## src/rtl/vec_prio_pkg.sv

```systemverilog
package vec_prio_pkg;
  localparam int VEC_W   = 8;
  localparam int NUM_VEC = 1 << VEC_W;
  localparam int CLASS_W = 4;

  typedef logic [VEC_W-1:0] vec_t;

  typedef struct packed {
    logic irrSet;
    vec_t reqVec;
    logic tmrWr;
    logic tmrVal;
    logic ackDo;
    vec_t ackVec;
    logic eoiDo;
    vec_t eoiVec;
    logic tprWr;
    vec_t tprVal;
  } strobe_t;
endpackage

```

## src/rtl/vec_top_finder.sv

```systemverilog
module vec_top_finder #(
  parameter int NUM_BITS = 256,
  parameter int WORD_W   = 32
) (
  input  logic [NUM_BITS-1:0]         bits,
  output logic                        found,
  output logic [$clog2(NUM_BITS)-1:0] idx
);
  localparam int NUM_WORDS = NUM_BITS / WORD_W;
  localparam int BIT_W     = $clog2(WORD_W);
  localparam int SEL_W     = $clog2(NUM_WORDS);

  logic [NUM_WORDS-1:0] wordNz;
  logic [BIT_W-1:0]     wordPos [NUM_WORDS];
  logic [SEL_W-1:0]     wordSel;

  for (genvar w = 0; w < NUM_WORDS; w++) begin : g_word
    always_comb begin
      wordPos[w] = '0;
      for (int b = 0; b < WORD_W; b++) begin
        if (bits[w*WORD_W + b]) wordPos[w] = BIT_W'(b);
      end
    end
    assign wordNz[w] = |bits[w*WORD_W +: WORD_W];
  end

  always_comb begin
    wordSel = '0;
    for (int w = 0; w < NUM_WORDS; w++) begin
      if (wordNz[w]) wordSel = SEL_W'(w);
    end
  end

  assign found = |wordNz;
  assign idx   = {wordSel, wordPos[wordSel]};
endmodule

```

## src/rtl/vec_prio_ctrl.sv

```systemverilog
module vec_prio_ctrl
  import vec_prio_pkg::*;
(
  input  logic    hwEnable,
  input  logic    swEnable,
  input  logic    reqValid,
  input  vec_t    reqVector,
  input  logic    reqLevel,
  input  logic    tprWrite,
  input  vec_t    tprData,
  input  logic    ackStrobe,
  input  logic    eoiStrobe,
  input  logic    irrHit,
  input  logic    irrFound,
  input  vec_t    irrTop,
  input  logic    isrFound,
  input  vec_t    isrTop,
  input  vec_t    taskPrio,
  output vec_t    procPrio,
  output logic    intPending,
  output logic    reqAccepted,
  output logic    reqCoalesced,
  output strobe_t strobes
);
  localparam int LOW_W = VEC_W - CLASS_W;

  logic               enabled;
  logic [CLASS_W-1:0] isrClass;
  logic [CLASS_W-1:0] tprClass;
  vec_t               irrClassVal;

  assign enabled     = hwEnable & swEnable;
  assign isrClass    = isrFound ? isrTop[VEC_W-1 -: CLASS_W] : '0;
  assign tprClass    = taskPrio[VEC_W-1 -: CLASS_W];
  assign procPrio    = (tprClass >= isrClass) ? taskPrio : {isrClass, {LOW_W{1'b0}}};
  assign irrClassVal = {irrTop[VEC_W-1 -: CLASS_W], {LOW_W{1'b0}}};
  assign intPending  = enabled & irrFound & (irrClassVal > procPrio);

  assign reqAccepted  = reqValid & enabled & ~irrHit;
  assign reqCoalesced = reqValid & enabled & irrHit;

  always_comb begin
    strobes        = '0;
    strobes.irrSet = reqAccepted;
    strobes.reqVec = reqVector;
    strobes.tmrWr  = reqValid & enabled;
    strobes.tmrVal = reqLevel;
    strobes.ackDo  = ackStrobe & intPending;
    strobes.ackVec = irrTop;
    strobes.eoiDo  = eoiStrobe & isrFound;
    strobes.eoiVec = isrTop;
    strobes.tprWr  = tprWrite;
    strobes.tprVal = tprData;
  end
endmodule

```

## src/rtl/vec_prio_dpath.sv

```systemverilog
module vec_prio_dpath
  import vec_prio_pkg::*;
(
  input  logic               clk,
  input  logic               rstN,
  input  strobe_t            strobes,
  input  vec_t               reqVector,
  output logic [NUM_VEC-1:0] irrBits,
  output logic [NUM_VEC-1:0] isrBits,
  output logic               irrHit,
  output vec_t               taskPrio,
  output logic               eoiValid,
  output vec_t               eoiVector,
  output logic               eoiLevel
);
  logic [NUM_VEC-1:0] tmrBits;

  assign irrHit = irrBits[reqVector];

  always_ff @(posedge clk or negedge rstN) begin
    if (!rstN) begin
      irrBits   <= '0;
      isrBits   <= '0;
      tmrBits   <= '0;
      taskPrio  <= '0;
      eoiValid  <= 1'b0;
      eoiVector <= '0;
      eoiLevel  <= 1'b0;
    end else begin
      if (strobes.ackDo) begin
        irrBits[strobes.ackVec] <= 1'b0;
        isrBits[strobes.ackVec] <= 1'b1;
      end
      if (strobes.irrSet) irrBits[strobes.reqVec] <= 1'b1;
      if (strobes.tmrWr)  tmrBits[strobes.reqVec] <= strobes.tmrVal;
      if (strobes.eoiDo)  isrBits[strobes.eoiVec] <= 1'b0;
      if (strobes.tprWr)  taskPrio <= strobes.tprVal;
      eoiValid <= strobes.eoiDo;
      if (strobes.eoiDo) begin
        eoiVector <= strobes.eoiVec;
        eoiLevel  <= tmrBits[strobes.eoiVec];
      end
    end
  end
endmodule

```

## src/rtl/vec_prio_tracker.sv

```systemverilog
module vec_prio_tracker
  import vec_prio_pkg::*;
#(
  parameter int WORD_W = 32
) (
  input  logic       clk,
  input  logic       rstN,
  input  logic       hwEnable,
  input  logic       swEnable,
  input  logic       reqValid,
  input  logic [7:0] reqVector,
  input  logic       reqLevel,
  output logic       reqAccepted,
  output logic       reqCoalesced,
  input  logic       tprWrite,
  input  logic [7:0] tprData,
  output logic [7:0] taskPrio,
  output logic [7:0] procPrio,
  output logic       intPending,
  output logic [7:0] intVector,
  input  logic       ackStrobe,
  input  logic       eoiStrobe,
  output logic       eoiValid,
  output logic [7:0] eoiVector,
  output logic       eoiLevel
);
  strobe_t            strobes;
  logic [NUM_VEC-1:0] irrBits;
  logic [NUM_VEC-1:0] isrBits;
  logic               irrHit;
  logic               irrFound;
  logic               isrFound;
  vec_t               isrTop;

  vec_top_finder #(.NUM_BITS(NUM_VEC), .WORD_W(WORD_W)) u_irrFind (
    .bits(irrBits), .found(irrFound), .idx(intVector)
  );

  vec_top_finder #(.NUM_BITS(NUM_VEC), .WORD_W(WORD_W)) u_isrFind (
    .bits(isrBits), .found(isrFound), .idx(isrTop)
  );

  vec_prio_ctrl u_ctrl (
    .hwEnable(hwEnable), .swEnable(swEnable), .reqValid(reqValid),
    .reqVector(reqVector), .reqLevel(reqLevel), .tprWrite(tprWrite),
    .tprData(tprData), .ackStrobe(ackStrobe), .eoiStrobe(eoiStrobe),
    .irrHit(irrHit), .irrFound(irrFound), .irrTop(intVector),
    .isrFound(isrFound), .isrTop(isrTop), .taskPrio(taskPrio),
    .procPrio(procPrio), .intPending(intPending), .reqAccepted(reqAccepted),
    .reqCoalesced(reqCoalesced), .strobes(strobes)
  );

  vec_prio_dpath u_dpath (
    .clk(clk), .rstN(rstN), .strobes(strobes), .reqVector(reqVector),
    .irrBits(irrBits), .isrBits(isrBits), .irrHit(irrHit),
    .taskPrio(taskPrio), .eoiValid(eoiValid), .eoiVector(eoiVector),
    .eoiLevel(eoiLevel)
  );
endmodule

```

## config.mk

```make
export PLATFORM = sky130hd
export DESIGN_NAME = vec_prio_tracker
export DESIGN_NICKNAME = d
export VERILOG_FILES = /design/src/rtl/vec_prio_pkg.sv /design/src/rtl/vec_top_finder.sv /design/src/rtl/vec_prio_ctrl.sv /design/src/rtl/vec_prio_dpath.sv /design/src/rtl/vec_prio_tracker.sv
export SDC_FILE = /design/constraint.sdc
export NUM_CORES = 2
export LEC_CHECK = 0
export BUFFER_PORTS_ARGS = -buffer_cell sky130_fd_sc_hd__clkbuf_2
export CORE_MARGIN = 10
export CORE_UTILIZATION = 64
export CTS_BUF_LIST = sky130_fd_sc_hd__clkbuf_16
export CTS_CLUSTER_DIAMETER = 60
export DETAILED_ROUTE_END_ITERATION = 10
export HOLD_SLACK_MARGIN = 0.15
export MAX_ROUTING_LAYER = met4
export PLACE_DENSITY = 0.81
export SETUP_SLACK_MARGIN = 0.3
export SLEW_MARGIN = 10
export SYNTH_ARGS = -nofsm -noshare
export SYNTH_HDL_FRONTEND = slang
export SYNTH_HIERARCHICAL = 1
export SYNTH_SLANG_ARGS = --single-unit
export TNS_END_PERCENT = 10
```

## constraint.sdc

```tcl
create_clock -name clk -period 6.9 [get_ports clk]
set_clock_uncertainty 0.15 [all_clocks]
set_input_delay 0.345 -clock clk [delete_from_list [all_inputs] [get_ports clk]]
set_output_delay 0.345 -clock clk [all_outputs]
set_load 0.005 [all_outputs]
```

==> flow_summary.ini <==
[worst_setup_path]
max_stage_delay_ns = 0.45
worstRegToRegCells = 26
crit_required_ns = 7.21
start_kind = flop
end_kind = flop
reg2reg_from = u_dpath/isrBits[189]
reg2reg_slack_ns = 0.47
critPathArrivalTime_ns = 6.73
crit_slowest_cell = or2_2
r2r-end = u_dpath/irrBits[11]
critPathLaunch = u_dpath/isrBits[189]
critPathMaxFanout = 13
crit_path_frequent_cell = o21ai_0
crit_type = reg2reg

[cts]
clkSinkCount = 786
cts_buffers = 86
cts-root-buf = clkbuf_16
ctsHtreeMaxLevel = 3
clock_latency_ns = 0.65
cts_tree = done
cts.path.max_buffers = 3
clk_pin_slew_ns = 0.06

[sta]
rsz0062_at_grt = no
tightest_slew_ns = 1.306
finalMaxSlewViolations = 0
setup_tns_ns = 0
period_needed_ns = 6.426
max_freq_mhz = 155.6
timing.final.crit_share = 0.9313
setup-violations-final = 0
slew-limit-headroom = 0.1071
hold_violations = 0
fin_ws_ns = 0.4742

[flow_run]
maxCapViolations = 0

[finish]
area_delta_synth_final_pct = 11.44
drive_gt1_frac = 0.1876
final_area_sq_um = 46460
fin_nets = 4399

[synthesis]
synth_top_area_frac = 0.4718
ys_top_cells_by_area = dfrtp_1, mux2_2, a21oi_1
ys_seq_area_frac = 0.4718
synth_compound_area_frac = 0.2016
yosysTopAreaCell = dfrtp_1
synth_ff_type = dfrtp_1
netlist_instances = 4338
synth_area_sq_um = 41690
synth_top_family_by_area = compound AO/OA/AOI/OAI gates
synth_fa_ha_area_frac = 0.002401
syn_nets = 4371
synthMuxAreaShare = 0.1493
synth-simple-area-share = 0.1293
synth_xor_area_frac = 0
synth_edf_count = 0
synthArstFlopShare = 1.000
ys_types = 85
yosys_warnings = 6
ys_seq_elements = 786
avgSynthCellArea_sq_um = 9.611

[place]
dp_hpwl_microns = 91890
routabilityCongestion = 1.034
io_buffers = 61
post-place-ws_ns = 0.3115
postPlaceCellArea_sq_um = 43270

[drt]
drc_errors = 0
drt_iter0_markers = 6072
via_count = 38520
ant_nets = 0
wl_per_cell_microns = 27.62
vias_per_cell = 7.279
dr.pass1.iters = 7
totalWireLength_microns = 146200

[status]
status = finished clean

[floorplan]
die_w_microns = 275.2
start_util = 0.6468
rows = 93
dieHeight_microns = 275.2
io_pins = 62
coreArea_sq_um = 64460
die_area_sq_um = 75750

[grt]
grt_start_max_net_pins = 181
grt_pass1_vias = 36650
track_usage = 0.3909
antenna_found_initial = 8
grt.overflow.total = 0
grt_pass1_wl_microns = 221600

[worst_hold_path]
hp-class = in2async
==> sequential cells by signal, summed over array words and instances, names as in the netlist <==
register,flops
u_dpath/irrBits,256
u_dpath/isrBits,256
u_dpath/tmrBits,256
u_dpath/eoiVector,8
u_dpath/taskPrio,8
u_dpath/eoiLevel,1
u_dpath/eoiValid,1
==> worst max path at each step <==
stage	to	slack [ns]	depth (start not counted)
final	u_dpath/irrBits[11]	0.47	26
after global routing	u_dpath/irrBits[203]	0.24	25
after CTS	u_dpath/isrBits[252]	0.18	27
after detailed placement	u_dpath/irrBits[251]	0.31	28
after global placement	u_dpath/irrBits[247]	0.34	26
after floorplan	u_dpath/irrBits[252]	0.80	30
==> area by class of cell <==
| type | instances | area [sq um] |
|---|---|---|
| antenna | 8 | 20.02 |
| clock buffer | 87 | 2177 |
| clock inverter | 64 | 590.6 |
| fill | 4567 | 18000 |
| inverter | 126 | 473.0 |
| multi-input combinational | 3113 | 20550 |
| sequential | 786 | 19670 |
| tap | 855 | 1070 |
| timing repair buffer | 253 | 1909 |
==> timing repair <==
item	CTS	global route
resized for setup	1	32
endpoints found under the hold margin	96	0
setup buffers	0	4
pin swaps	0	5
setup endpoints to repair	30	512
hold buffers	17	0
==> worst max-delay path: cells and delay by family (launching register included) <==
family	cells	cell delay, ns
AND/OR/NAND/NOR	10	2.52
AO/OA/AOI/OAI	10	1.88
buffers and inverters	4	0.67
adder cells (fa/ha/maj)	2	0.59
flip-flops	1	0.42
==> cell families after synthesis <==
group | after synthesis
AO/OA/AOI/OAI | 1493
adder cells (fa/ha/maj) | 8
buffers and inverters | 439
flip-flops | 786
multiplexers | 455
AND/OR/NAND/NOR | 1157
==> metal layers <==
| layer | wire length (microns) | up-vias | share of wire | GRT usage |
|---|---|---|---|---|
| met4 | 8188 | 0 | 0.056 | 0.1852 |
| met1 | 54430 | 18850 | 0.37 | 0.5156 |
| met2 | 62700 | 3054 | 0.43 | 0.5513 |
| met5 | 0 | - | 0 | - |
| li1 | - | 15990 | - | - |
| met3 | 20870 | 631 | 0.14 | 0.1146 |
==> per-stage QoR <==
stage | util | cells | hold WS (ns)
3_5_place_dp | 0.6713 | 5111 | 0.2843
6_report | 0.7207 | 5292 | 0.1917
4_1_cts | 0.7169 | 5279 | 0.1547
3_3_place_gp | 0.6713 | 5111 | 0.2838
5_1_grt | 0.7206 | 5288 | 0.2161
2_1_floorplan | - | 4338 | -0.1006
==> cell usage in the layout (no fill, tap or decap), types with 10 or more instances in the layout <==
cell and count:
a2111oi_0 16, a211oi_1 20, a21oi_1 622, a221oi_1 22, a31oi_1 23, buf_4 168, bufinv_16 11, clkbuf_16 87
clkbuf_2 57, clkinv_1 12, clkinv_2 17, dfrtp_1 786, dlygate4sd3_1 17, inv_1 142, mux2_2 291, mux2i_1 61
mux4_2 98, nand2_1 421, nand2b_1 41, nand3_1 58, nand4_1 30, nor2_1 302, nor2b_1 20, nor3_1 59
nor3_2 18, nor4_1 102, nor4_2 22, o211ai_1 24, o21a_1 12, o21ai_0 570, o22ai_1 21, o311ai_0 12
o31ai_1 42, o41ai_1 16, or3_1 12, or4_1 10
==> Yosys cell counts, types with 21 or more instances <==
cell type,number
nor3_1,77
dfrtp_1,786
o22ai_1,21
nor2_1,307
inv_1,123
a21oi_1,622
mux4_2,98
nand2b_1,41
buf_2,22
a221oi_1,22
o21ai_0,570
nand4_1,30
o31ai_1,42
mux2i_1,61
mux2_2,291
o211ai_1,24
nand3_1,59
a31oi_1,23
buf_4,45
nor4_1,123
nand2_1,424
clkbuf_1,230
Power is left out: the tool's default activity adds up to more than one toggle a clock period on the data nets, which glitch-free logic cannot reach.
